--- src/rtl/mbx_pkg.sv ---
package mbx_pkg;

    localparam int WORD_W = 16;
    localparam int LEN_W  = 5;
    localparam int OP_W   = 6;

    typedef enum logic [3:0] {
        ST_RCVD  = 4'h1,
        ST_PROC  = 4'h2,
        ST_OK    = 4'h4,
        ST_ERR   = 4'h8,
        ST_BUSY  = 4'hE,
        ST_READY = 4'hF
    } state_code_e;

    typedef enum logic [1:0] {
        PH_IDLE = 2'd0,
        PH_WAIT = 2'd1,
        PH_WORK = 2'd2
    } phase_e;

    // Packed order matches the status word bit layout.
    typedef struct packed {
        logic             par;
        logic [LEN_W-1:0] len;
        logic [OP_W-1:0]  op;
        state_code_e      code;
    } status_t;

    // Packed order matches the command word bit layout.
    typedef struct packed {
        logic             par;
        logic [3:0]       rsvd;
        logic [LEN_W-1:0] len;
        logic [OP_W-1:0]  op;
    } cmd_t;

endpackage

--- src/rtl/mbx_regfile.sv ---
module mbx_regfile
    import mbx_pkg::*;
#(
    parameter int NUM_DATA = 8,
    localparam int IDX_W   = $clog2(NUM_DATA)
) (
    input  logic                            clk,
    input  logic                            rst_n,
    input  logic                            host_we,
    input  logic [IDX_W-1:0]                host_idx,
    input  logic [WORD_W-1:0]               host_wdata,
    input  logic                            lock,
    input  logic                            fw_we,
    input  logic [IDX_W-1:0]                fw_idx,
    input  logic [WORD_W-1:0]               fw_wdata,
    output logic [NUM_DATA-1:0][WORD_W-1:0] regs_q
);

    logic [NUM_DATA-1:0][WORD_W-1:0] regs_d;

    always_comb begin
        regs_d = regs_q;
        if (host_we && !lock) begin
            regs_d[host_idx] = host_wdata;
        end
        // firmware write applied last so it wins a collision
        if (fw_we) begin
            regs_d[fw_idx] = fw_wdata;
        end
    end

    for (genvar i = 0; i < NUM_DATA; i++) begin : g_entry
        always_ff @(posedge clk) begin
            if (!rst_n) begin
                regs_q[i] <= '0;
            end else begin
                regs_q[i] <= regs_d[i];
            end
        end
    end


    locked_hold_chk: assert property (@(posedge clk) disable iff (!rst_n)
        (host_we && lock && !fw_we) |=> $stable(regs_q));


    fw_write_chk: assert property (@(posedge clk) disable iff (!rst_n)
        fw_we |=> (regs_q[$past(fw_idx)] == $past(fw_wdata)));

endmodule

--- src/rtl/mbx_ctrl.sv ---
module mbx_ctrl
    import mbx_pkg::*;
#(
    parameter int MAX_BYTES = 16
) (
    input  logic              clk,
    input  logic              rst_n,
    input  logic              cmd_wr,
    input  logic [WORD_W-1:0] cmd_word,
    input  logic              fw_ack,
    input  logic              fw_done,
    input  logic [3:0]        fw_code,
    input  logic [LEN_W-1:0]  fw_len,
    output logic [WORD_W-1:0] status,
    output logic [WORD_W-1:0] cmd_out,
    output logic              req,
    output logic              pending
);

    typedef struct packed {
        phase_e  phase;
        status_t sts;
        cmd_t    cmd;
        logic    req;
    } ctrl_t;

    ctrl_t q, d;
    cmd_t  cmd_in;

    assign cmd_in = cmd_t'(cmd_word);

    always_comb begin
        d     = q;
        d.req = 1'b0;

        if (q.phase == PH_WAIT && fw_ack) begin
            d.phase    = PH_WORK;
            d.sts.code = ST_PROC;
        end

        if (cmd_wr) begin
            if (q.phase != PH_IDLE) begin
                d.sts.code = ST_BUSY;
            end else begin
                d.cmd     = cmd_in;
                d.sts.par = cmd_in.par;
                d.sts.op  = cmd_in.op;
                d.sts.len = '0;
                if (cmd_in.op == '0 && cmd_in.len == '0) begin
                    d.sts.code = ST_READY;
                end else begin
                    d.sts.code = ST_RCVD;
                    d.phase    = PH_WAIT;
                    d.req      = 1'b1;
                end
            end
        end

        // completion applied last: a final code overrides busy
        if (q.phase == PH_WORK && fw_done) begin
            d.phase = PH_IDLE;
            if (int'(fw_len) > MAX_BYTES) begin
                d.sts.len  = LEN_W'(MAX_BYTES);
                d.sts.code = ST_ERR;
            end else begin
                d.sts.len = fw_len;
                case (fw_code)
                    4'h4, 4'h8, 4'hF: d.sts.code = state_code_e'(fw_code);
                    default:          d.sts.code = ST_ERR;
                endcase
            end
        end
    end

    always_ff @(posedge clk) begin
        if (!rst_n) begin
            q.phase    <= PH_IDLE;
            q.sts.par  <= 1'b0;
            q.sts.len  <= '0;
            q.sts.op   <= '0;
            q.sts.code <= ST_READY;
            q.cmd      <= '0;
            q.req      <= 1'b0;
        end else begin
            q <= d;
        end
    end

    assign status  = q.sts;
    assign cmd_out = q.cmd;
    assign req     = q.req;
    assign pending = (q.phase != PH_IDLE);


    req_pulse_chk: assert property (@(posedge clk) disable iff (!rst_n)
        q.req |=> !q.req);


    ack_proc_chk: assert property (@(posedge clk) disable iff (!rst_n)
        (q.phase == PH_WAIT && fw_ack && !cmd_wr) |=> (q.sts.code == ST_PROC));


    noop_local_chk: assert property (@(posedge clk) disable iff (!rst_n)
        (cmd_wr && q.phase == PH_IDLE && cmd_word[10:0] == '0)
            |=> (q.sts.code == ST_READY && !q.req && q.phase == PH_IDLE));


    reject_busy_chk: assert property (@(posedge clk) disable iff (!rst_n)
        (cmd_wr && q.phase != PH_IDLE && !(q.phase == PH_WORK && fw_done))
            |=> (q.sts.code == ST_BUSY && $stable(q.cmd) && !q.req));


    len_clamp_chk: assert property (@(posedge clk) disable iff (!rst_n)
        (q.phase == PH_WORK && fw_done && int'(fw_len) > MAX_BYTES)
            |=> (int'(q.sts.len) == MAX_BYTES && q.sts.code == ST_ERR));


    final_code_chk: assert property (@(posedge clk) disable iff (!rst_n)
        (q.phase == PH_WORK && fw_done)
            |=> (q.sts.code == ST_OK || q.sts.code == ST_ERR || q.sts.code == ST_READY));

endmodule

--- src/rtl/ipc_mailbox.sv ---
module ipc_mailbox
    import mbx_pkg::*;
#(
    parameter int NUM_DATA = 8,
    localparam int IDX_W     = $clog2(NUM_DATA),
    localparam int ADDR_W    = IDX_W + 1,
    localparam int MAX_BYTES = NUM_DATA * WORD_W / 8
) (
    input  logic              clk,
    input  logic              rst_n,
    input  logic              host_wr,
    input  logic [ADDR_W-1:0] host_addr,
    input  logic [15:0]       host_wdata,
    output logic [15:0]       host_rdata,
    output logic              fw_req,
    output logic [15:0]       fw_cmd,
    input  logic              fw_ack,
    input  logic              fw_done,
    input  logic [3:0]        fw_code,
    input  logic [4:0]        fw_len,
    input  logic              fw_dwr,
    input  logic [IDX_W-1:0]  fw_didx,
    input  logic [15:0]       fw_dwdata,
    output logic [15:0]       fw_drdata
);

    localparam logic [ADDR_W-1:0] CMD_ADDR = ADDR_W'(0);
    localparam logic [ADDR_W-1:0] STS_ADDR = ADDR_W'(1);

    logic                            data_hit;
    logic [IDX_W-1:0]                data_idx;
    logic                            cmd_wr;
    logic                            pending;
    logic [WORD_W-1:0]               status;
    logic [NUM_DATA-1:0][WORD_W-1:0] regs;

    assign data_hit = host_addr[ADDR_W-1];
    assign data_idx = host_addr[IDX_W-1:0];
    assign cmd_wr   = host_wr && (host_addr == CMD_ADDR);

    mbx_ctrl #(
        .MAX_BYTES(MAX_BYTES)
    ) u_ctrl (
        .clk     (clk),
        .rst_n   (rst_n),
        .cmd_wr  (cmd_wr),
        .cmd_word(host_wdata),
        .fw_ack  (fw_ack),
        .fw_done (fw_done),
        .fw_code (fw_code),
        .fw_len  (fw_len),
        .status  (status),
        .cmd_out (fw_cmd),
        .req     (fw_req),
        .pending (pending)
    );

    mbx_regfile #(
        .NUM_DATA(NUM_DATA)
    ) u_regs (
        .clk       (clk),
        .rst_n     (rst_n),
        .host_we   (host_wr && data_hit),
        .host_idx  (data_idx),
        .host_wdata(host_wdata),
        .lock      (pending),
        .fw_we     (fw_dwr),
        .fw_idx    (fw_didx),
        .fw_wdata  (fw_dwdata),
        .regs_q    (regs)
    );

    always_comb begin
        if (data_hit) begin
            host_rdata = regs[data_idx];
        end else if (host_addr == CMD_ADDR) begin
            host_rdata = fw_cmd;
        end else if (host_addr == STS_ADDR) begin
            host_rdata = status;
        end else begin
            host_rdata = '0;
        end
    end

    assign fw_drdata = regs[fw_didx];


    req_source_chk: assert property (@(posedge clk) disable iff (!rst_n)
        fw_req |-> ($past(cmd_wr) && !$past(pending)));


    size_bound_chk: assert property (@(posedge clk) disable iff (!rst_n)
        int'(status[14:10]) <= MAX_BYTES);

endmodule

--- config.mk ---
export PLATFORM = sky130hd
export DESIGN_NAME = ipc_mailbox
export DESIGN_NICKNAME = d
export VERILOG_FILES = /design/src/rtl/mbx_pkg.sv /design/src/rtl/mbx_regfile.sv /design/src/rtl/mbx_ctrl.sv /design/src/rtl/ipc_mailbox.sv
export SDC_FILE = /design/constraint.sdc
export NUM_CORES = 1
export LEC_CHECK = 0
export CAP_MARGIN = 25
export CORE_MARGIN = 3
export CORE_UTILIZATION = 55
export CTS_BUF_LIST = sky130_fd_sc_hd__clkbuf_8
export CTS_CLUSTER_DIAMETER = 150
export DETAILED_ROUTE_END_ITERATION = 8
export DONT_BUFFER_PORTS = 1
export PLACE_DENSITY = 0.7
export SYNTH_ARGS = -nofsm -noshare
export SYNTH_HDL_FRONTEND = slang
export SYNTH_HIERARCHICAL = 1
export SYNTH_SLANG_ARGS = --single-unit
--- constraint.sdc ---
create_clock -name clk -period 5.4 [get_ports clk]
set_input_delay 0.27 -clock clk [delete_from_list [all_inputs] [get_ports clk]]
set_output_delay 0.27 -clock clk [all_outputs]
set_load 0.02 [all_outputs]
==> flow_metrics.env <==
export IMPL_synth_cells=1189
export IMPL_hold_path_class="input port to flip-flop"
export IMPL_critical_path_required_ps=5780
export IMPL_avgSynthCellArea_sq_um=8.38
export IMPL_power_density_mw_per_mm2=236
export IMPL_via_per_inst=7.36
export IMPL_arrival_ps=2750
export IMPL_crit_end="u_regs/regs_q[81]"
export IMPL_grt_pass1_vias=9042
export IMPL_critPathBufInv=1
export IMPL_path_depth=5
export IMPL_grt_max_degree=163
export IMPL_dr_first_iter_drc_count=1853
export IMPL_path_max_fanout=53
export IMPL_yosysWarnings=6
export IMPL_netlist_area_sq_mm=0.00996
export IMPL_overflow=0
export IMPL_cts_resized_gates=0
export IMPL_async_flop_share=0
export IMPL_start_util=0.568
export IMPL_place_port_buffers=0
export IMPL_critPathSlowestCell="nand3b_1"
export IMPL_rrSetupSlack_ps=3030
export IMPL_dieWidth_microns=141
export IMPL_rr_worst_depth=5
export IMPL_rows=48
export IMPL_drt_wl_total_microns=35600
export IMPL_worstSetupStartpoint="u_ctrl/q[33]"
export IMPL_path_class="flip-flop to flip-flop"
export IMPL_core_area_sq_mm=0.0175
export IMPL_maxSlewHeadroom=0.268
export IMPL_cts_max_level=4
export IMPL_wl_per_cell_microns=26.9
export IMPL_synth_edf_count=0
export IMPL_synth_seq_cells=156
export IMPL_die_height_microns=141
export IMPL_layout_drive_gt1_share=0.0810
export IMPL_syn2layout_area_growth_pct=2.44
export IMPL_cts_path_max_buffers=2
export IMPL_r2r_start="u_ctrl/q[33]"
export IMPL_final_common_cell="o21ai_0"
export IMPL_rsz0062_at_grt="false"
export IMPL_status="completed"
export IMPL_place_ws_ps=3100
export IMPL_gp_congestion=0.858
export IMPL_tns_ps=0
export IMPL_leakagePower_nw=3.58
export IMPL_cts_tree="yes"
export IMPL_drv_slew=0
export IMPL_antenna_cells=0
export IMPL_critPathMaxStageDelay_ps=550
export IMPL_finalSetupViolCount=0
export IMPL_synth_nets=1243
export IMPL_r2r_end="u_regs/regs_q[81]"
export IMPL_io_pins=103
export IMPL_worst_slack_ps=3030
export IMPL_tightest_slew_ps=1100
export IMPL_cp_start_kind="flip-flop"
export IMPL_dr_pass1_iters=7
export IMPL_cp_end_kind="flip-flop"
export IMPL_cp_top_family="simple AND/OR/NAND/NOR gates"
export IMPL_clk_latency_ps=460
export IMPL_maxCapViolations=0
export IMPL_detail_route_antenna_nets=0
export IMPL_clock_sinks=156
export IMPL_nNetsFinal=1142
export IMPL_cts_buffers=17
export IMPL_hold_violations=0
export IMPL_period_needed_ps=2370
export IMPL_finalCritPeriodShare=0.439
export IMPL_dieArea_sq_mm=0.0198
export IMPL_dpl_hpwl_microns=19300
export IMPL_fmax_mhz=422
export IMPL_drc=0
export IMPL_final_setup_skew_ps=5.44
export IMPL_peakVddDrop_v=0.000152
export IMPL_synth_sequential_area_ratio=0.314
export IMPL_grt_pass1_wl_microns=53900
export IMPL_routed_via_count=9745
export IMPL_clk_transition_reported_paths_ps=80
export IMPL_ys_types=49
export IMPL_most_common_layout_cells="o21ai_0, dfxtp_1, nand2_1, a31oi_1, mux2i_1"
export IMPL_root_buffer="clkbuf_8"
export IMPL_antenna_found_initial=1
export IMPL_synthFlopType="dfxtp_1"
export IMPL_nFillCells=1561
export IMPL_track_usage=0.346
export IMPL_cp_cell_sequence="or2_1 > nand3b_1 > buf_4 > or3_1 > a31oi_1"
-- Yosys cell counts (28+ instances only) --
cell type	instances	area, sq um
a22oi_1	33	248
clkbuf_1	91	342
nand2_1	130	488
buf_4	33	248
mux4_1	28	736
mux2i_1	80	801
dfxtp_1	156	3120
a31oi_1	129	807
nand4_1	31	194
buf_2	28	140
and3b_1	33	289
o21ai_0	256	1280
-- final cells by class --
cell class	count	area, sq um	area share
Sequential cell	156	3120	0.306
Clock buffer	19	262	0.0256
Tap cell	225	282	0.0276
Clock inverter	11	81.3	0.00797
Multi-Input combinational cell	864	6000	0.588
Timing Repair Buffer	45	438	0.0429
Inverter	4	15.0	0.00147
-- kinds of logic after synthesis --
group / share of synthesized area
muxes: 0.181
DFF: 0.314
and+or+nand+nor: 0.146
buffers and inverters: 0.0845
AOI/OAI and AO/OA: 0.275
-- flip-flops by register name, indices dropped and copies added (netlist names) --
name and cells:
u_ctrl/cmd_out 16, u_ctrl/q 2, u_ctrl/req 1, u_ctrl/status 9
u_regs/regs_q 128
-- worst min-delay path by stage --
stage / from / cells past startpoint / to
6_report: fw_len[2] / 2 / u_ctrl/status[12]
5_1_grt: host_wdata[4] / 2 / u_regs/regs_q[52]
4_1_cts: fw_len[2] / 2 / u_ctrl/status[12]
3_5_place_dp: rst_n / 1 / u_ctrl/q[34]
3_3_place_gp: rst_n / 1 / u_ctrl/status[14]
2_1_floorplan: host_wdata[11] / 2 / u_ctrl/cmd_out[11]
-- report_power, final --
| group | total (mW) | internal, mW | leakage [nW] | switching (mW) |
|---|---|---|---|---|
| clock | 0.812 | 0.374 | 0.187 | 0.438 |
| combinational | 0.368 | 0.151 | 2.12 | 0.218 |
| sequential | 1.23 | 1.19 | 1.27 | 0.0347 |
-- repair_timing --
action,4_1_cts,5_1_grt
setup buffers,0,0
hold buffers,26,0
hold endpoints to repair,153,0
endpoints found under the setup margin,0,0
-- stage by stage --
stage / instances / total power, mW / utilization / hold slack [ps] / area [sq um]
detailed placement: 1267 / 1.56 / 0.545 / 419 / 9560
global placement: 1267 / 1.56 / 0.545 / 414 / 9560
finish: 1324 / 2.41 / 0.582 / 15.0 / 10200
global route: 1324 / 2.49 / 0.582 / 5.80 / 10200
floorplan: 1189 / 1.55 / - / 415 / 9960
CTS: 1323 / 2.39 / 0.580 / 0.599 / 10200
-- metal layers --
metal,wire (microns),track usage,share of wire
met1,13800,0.473,0.39
met2,15300,0.514,0.43
met3,5500,0.120,0.15
met4,1040,0.115,0.029
met5,0,0,0
Note: power is estimated with default switching activity, not from simulation.
